<file path="config.mk">
export PLATFORM = sky130hd
export DESIGN_NAME = pdv_monitor
export DESIGN_NICKNAME = d
export VERILOG_FILES = /design/src/rtl/pdv_pkg.sv /design/src/rtl/pdv_run_ctr.sv /design/src/rtl/pdv_window.sv /design/src/rtl/pdv_report.sv /design/src/rtl/pdv_monitor.sv
export SDC_FILE = /design/constraint.sdc
export NUM_CORES = 1
export LEC_CHECK = 0
export ABC_CLOCK_PERIOD_IN_PS = 10500
export BUFFER_PORTS_ARGS = -buffer_cell sky130_fd_sc_hd__buf_2
export CAP_MARGIN = 20
export CORE_ASPECT_RATIO = 1.4
export CORE_MARGIN = 4
export CORE_UTILIZATION = 44
export CTS_BUF_LIST = sky130_fd_sc_hd__clkbuf_16
export CTS_CLUSTER_DIAMETER = 40
export DETAILED_ROUTE_END_ITERATION = 10
export PLACE_DENSITY_LB_ADDON = 0.25
export RECOVER_POWER = 100
export SLEW_MARGIN = 10
export SYNTH_ARGS = -nofsm -noshare
export SYNTH_HDL_FRONTEND = slang
export SYNTH_HIERARCHICAL = 1
export SYNTH_SLANG_ARGS = --single-unit
</file>
<file path="constraint.sdc">
create_clock -name clk -period 10.5 [get_ports clk]
set_input_delay 1.05 -clock clk [delete_from_list [all_inputs] [get_ports clk]]
set_output_delay 1.05 -clock clk [all_outputs]
set_load 0.02 [all_outputs]
</file>
<file path="src/rtl/pdv_pkg.sv">
package pdv_pkg;
  // number of history bits needed for the largest window
  function automatic int hist_bits(input int blk, input int nmax);
    return blk * (nmax + 1);
  endfunction

  // width that can hold values 0..v
  function automatic int cnt_width(input int v);
    return $clog2(v + 1);
  endfunction
endpackage

</file>
<file path="src/rtl/pdv_run_ctr.sv">
module pdv_run_ctr #(
  parameter int RUN_LEN = 16
) (
  input  logic clk,
  input  logic rst,
  input  logic bit_en,
  input  logic bit_in,
  input  logic rearm,
  output logic run_hit
);
  localparam int RW = pdv_pkg::cnt_width(RUN_LEN);

  logic [RW-1:0] run_q;

  always_comb begin
    run_hit = bit_en && !bit_in && (run_q == RW'(RUN_LEN - 1));
  end

  always_ff @(posedge clk) begin
    if (rst) begin
      run_q <= '0;
    end else if (bit_en) begin
      if (rearm || bit_in) run_q <= '0;
      else                 run_q <= run_q + 1'b1;
    end
  end


  run_bound_chk: assert property (@(posedge clk) disable iff (rst)
    run_q < RW'(RUN_LEN));


  run_clear_chk: assert property (@(posedge clk) disable iff (rst)
    (bit_en && bit_in) |=> (run_q == '0));
endmodule

</file>
<file path="src/rtl/pdv_window.sv">
module pdv_window #(
  parameter int BLK  = 8,
  parameter int NMAX = 23
) (
  input  logic clk,
  input  logic rst,
  input  logic bit_en,
  input  logic bit_in,
  input  logic rearm,
  output logic win_hit
);
  localparam int HIST = pdv_pkg::hist_bits(BLK, NMAX);
  localparam int CW   = pdv_pkg::cnt_width(HIST);

  logic [HIST-1:0] hist_q;
  logic [CW-1:0]   fill_q;
  logic [CW-1:0]   fill_nx;
  logic [NMAX-1:0] hit_vec;

  always_comb begin
    fill_nx = (fill_q == CW'(HIST)) ? fill_q : fill_q + 1'b1;
    win_hit = bit_en && (|hit_vec);
  end

  always_ff @(posedge clk) begin
    if (rst) begin
      hist_q <= '0;
      fill_q <= '0;
    end else if (bit_en) begin
      hist_q <= {hist_q[HIST-2:0], bit_in};
      fill_q <= rearm ? '0 : fill_nx;
    end
  end

  for (genvar n = 1; n <= NMAX; n++) begin : g_win
    localparam int L = BLK * (n + 1);
    logic [CW-1:0] cnt_q;
    logic [CW-1:0] cnt_nx;

    always_comb begin
      cnt_nx = cnt_q + CW'(bit_in) - CW'(hist_q[L-1]);
      hit_vec[n-1] = (fill_nx >= CW'(L)) && (cnt_nx < CW'(n));
    end

    always_ff @(posedge clk) begin
      if (rst)         cnt_q <= '0;
      else if (bit_en) cnt_q <= cnt_nx;
    end


    win_cnt_chk: assert property (@(posedge clk) disable iff (rst)
      cnt_q <= CW'(L));
  end


  fill_bound_chk: assert property (@(posedge clk) disable iff (rst)
    fill_q <= CW'(HIST));


  fill_rearm_chk: assert property (@(posedge clk) disable iff (rst)
    (bit_en && rearm) |=> (fill_q == '0));
endmodule

</file>
<file path="src/rtl/pdv_report.sv">
module pdv_report (
  input  logic clk,
  input  logic rst,
  input  logic viol,
  input  logic rd_clr,
  input  logic irq_mask,
  output logic status_q,
  output logic flag_q
);
  logic set_flag;

  always_comb begin
    set_flag = viol && !irq_mask;
  end

  always_ff @(posedge clk) begin
    if (rst) begin
      status_q <= 1'b0;
      flag_q   <= 1'b0;
    end else begin
      status_q <= status_q ^ viol;
      if (set_flag)    flag_q <= 1'b1;
      else if (rd_clr) flag_q <= 1'b0;
    end
  end


  status_hold_chk: assert property (@(posedge clk) disable iff (rst)
    !viol |=> $stable(status_q));


  status_flip_chk: assert property (@(posedge clk) disable iff (rst)
    viol |=> (status_q != $past(status_q)));


  flag_set_chk: assert property (@(posedge clk) disable iff (rst)
    (viol && !irq_mask) |=> flag_q);


  mask_block_chk: assert property (@(posedge clk) disable iff (rst)
    (!flag_q && (!viol || irq_mask)) |=> !flag_q);


  flag_clear_chk: assert property (@(posedge clk) disable iff (rst)
    (rd_clr && (!viol || irq_mask)) |=> !flag_q);
endmodule

</file>
<file path="src/rtl/pdv_monitor.sv">
module pdv_monitor #(
  parameter int RUN_LEN = 16,
  parameter int BLK     = 8,
  parameter int NMAX    = 23
) (
  input  logic clk,
  input  logic rst,
  input  logic bit_en,
  input  logic bit_in,
  input  logic rd_clr,
  input  logic irq_mask,
  output logic pdv_status,
  output logic pdv_irq
);
  logic run_hit;
  logic win_hit;
  logic viol;

  always_comb begin
    viol = run_hit || win_hit;
  end

  pdv_run_ctr #(.RUN_LEN(RUN_LEN)) run_i (
    .clk(clk), .rst(rst), .bit_en(bit_en), .bit_in(bit_in),
    .rearm(viol), .run_hit(run_hit)
  );

  pdv_window #(.BLK(BLK), .NMAX(NMAX)) win_i (
    .clk(clk), .rst(rst), .bit_en(bit_en), .bit_in(bit_in),
    .rearm(viol), .win_hit(win_hit)
  );

  pdv_report rep_i (
    .clk(clk), .rst(rst), .viol(viol), .rd_clr(rd_clr),
    .irq_mask(irq_mask), .status_q(pdv_status), .flag_q(pdv_irq)
  );


  idle_stable_chk: assert property (@(posedge clk) disable iff (rst)
    !bit_en |=> $stable(pdv_status));
endmodule

</file>
==> results.cfg <==
[run_status]
status = finished with violations
violations = max-capacitance violations, max-slew violations

[timing]
hold_violations = 0
final_max_slew_viol_count = 146
fmax_ghz = 0.151
clock_skew_ps = 11.2
rsz0062_at_grt = no
setup_violations = 0
slew_headroom = -3.32
finalCritPeriodShare = 0.630
tightest_slew_ps = 6470
min_period_ps = 6610
tns_ps = 0

[die]
fp.dieH_um = 272
io_pins = 8
die-width_um = 197
start_util = 0.446
std_cell_rows = 96
die_area_um2 = 53600
core_um2 = 49200

[logic_synthesis]
synth-async-reset-ratio = 0
avgSynthCellArea_um2 = 8.93
synthCells = 2460
synth_area_um2 = 22000
yosysUniqueCellTypes = 76
synth_area_leaders = dfxtp_1, mux2i_1, ha_1
synthesis.nets = 2677
yosysSeqAreaShare = 0.356
ys_warn_count = 6
synth_top_area_frac = 0.356
yosys.area.top_type = dfxtp_1
ys.flop_type = dfxtp_1
yosys_register_bits = 391
synth_edf_count = 0

[drt]
initialDrtViolationCount = 656
vias = 16000
ant_nets = 0
drt_wl_total_um = 42000
remaining_drc_errors = 0
avgViaCountPerCell = 5.16
wl_per_cell_um = 13.5
drt_pass1_iterations = 5

[finish]
nets = 2649
finish.utilization = 0.490
antenna_cells = 0
syn_to_final_growth_pct = 9.95
layout.cells.most_common_list = nor2_1, dfxtp_1, mux2i_1
drive_above_1_share = 0.0486
final_common_cell = nor2_1
final_cell_area_um2 = 24100

[clock_tree]
cts-hold-fix-buffers = 0
postCtsSetupBuffers = 0
clkSinkCount = 391
cts_root_buf = clkbuf_16
cts_tree = built
cts_buffers = 48
cts-resized-gates = 0
path_clk_slew_ps = 50
htreeDepth = 2
clock_path_buffers = 3
worstSkewPairLatency_ps = 560

[grt]
grt_use_met1 = 0.185
first_global_vias = 15900
antenna_found_initial = 0
grt-ovfl-total = 0
track_usage = 0.155
grt_pass1_wl_um = 72200
top_usage_layer = met2
met3_usage = 0.0202
use_met2 = 0.284
grt_max_degree = 158

[placed_design]
portBuffers = 7
place_area_um2 = 22500
dp_hpwl_um = 28300
place.gp.congestion = 0.825

[power_and_ir_drop]
switching_share = 0.347
p_sw_mw = 2.01
p_int_mw = 3.78
pwr-share-comb = 0.399
leakage_nw = 10.6
p_seq_frac = 0.309
cellPowerDensity_nw_per_um2 = 240
peakVddDrop_mv = 0.153
power.clock.fraction = 0.292

[worst_setup_path]
critPathLaunchType = input port
critPathKind = in -> reg
crit_arrival_ps = 7000
endpoint_kind = flop
cp.required_ps = 10890
critPathMaxFanout = 145

[job]
max_cap_violations = 1

[hold_path]
hold_class = reg -> reg
==> power groups by stage <==
stage                     Clock, mW  Combinational [mW]  Sequential, mW
after CTS                      1.75                2.31            1.79
after global routing           1.80                2.61            1.81
final                          1.69                2.31            1.79
after floorplan                   0                1.94            1.79
after global placement            0                2.22            1.81
after detailed placement          0                2.29            1.82
==> layer usage <==
metal  part of all wire  wire [um]
met1               0.45      18800
met2               0.50      20900
met3              0.024        997
met4              0.032       1340
met5                  0          0
==> kinds of logic (layout without fill, tap and decap cells) <==
| family | Yosys count | in the layout | synth area share |
|---|---|---|---|
| and+or+nand+nor | 702 | 702 | 0.145 |
| DFF | 391 | 391 | 0.356 |
| buffers and inverters | 349 | 360 | 0.0602 |
| muxes | 336 | 336 | 0.153 |
| AOI/OAI and AO/OA | 318 | 318 | 0.0963 |
| adders and majority gates | 211 | 211 | 0.128 |
| xor gates and xnor gates | 153 | 153 | 0.0610 |
==> synth_stat cells (11+ instances only) <==
master	count
o21a_1	17
a21oi_1	102
xnor2_1	94
nand4_1	12
o211ai_1	11
xor2_1	59
nor2b_1	41
clkbuf_1	71
mux2i_1	332
inv_1	254
buf_1	19
nand2_1	52
or2_2	11
nand2b_1	28
o21ai_0	44
a211oi_1	33
nor3_1	39
nor2_1	441
ha_1	188
nand3_1	30
o21bai_1	13
dfxtp_1	391
a21o_1	25
fa_1	23
==> layout make-up <==
| type | instances | area, um2 |
|---|---|---|
| clock buffers | 49 | 1230 |
| clock inverters | 40 | 414 |
| fillers | 4650 | 25100 |
| inverters | 255 | 957 |
| multi-input cells | 1720 | 12800 |
| flip-flops and latches | 391 | 7830 |
| well taps | 637 | 797 |
| repair buffers | 16 | 121 |
==> per-stage QoR <==
| stage | total power [mW] | setup WS (ps) | std cells | hold WS (ps) |
|---|---|---|---|---|
| 3_5_place_dp | 4.11 | 4830 | 3019 | 460 |
| 6_report | 5.79 | 3890 | 3108 | 472 |
| 2_1_floorplan | 3.73 | 6190 | 2460 | 457 |
| 3_3_place_gp | 4.03 | 4950 | 3019 | 457 |
| 5_1_grt | 6.22 | 3090 | 3108 | 501 |
| 4_1_cts | 5.84 | 5420 | 3108 | 470 |
==> path summary, 6_finish.rpt <==
path,from,end,slack [ps],cells after the start
worst min register to register,rep_i/flag_q,rep_i/flag_q,470,2
worst max register to register,win_i/hist_q[87],win_i/fill_q[2],5850,21
worst min-delay path,rep_i/flag_q,rep_i/flag_q,470,2
worst max-delay path,rst,win_i/g_win[16].cnt_q[1],3890,3
==> worst max-delay path: stages <==
cell	delay, ps
clkbuf_1	4430
buf_4	1270
a211oi_1	100
==> sequential cells by signal, indices dropped and copies added, names as in the netlist <==
signal,cells
rep_i/status_q,1
win_i/hist_q,192
rep_i/flag_q,1
win_i/fill_q,8
run_i/run_q,5
win_i/g_win.cnt_q,184
Power figures use the tool's default switching activity.
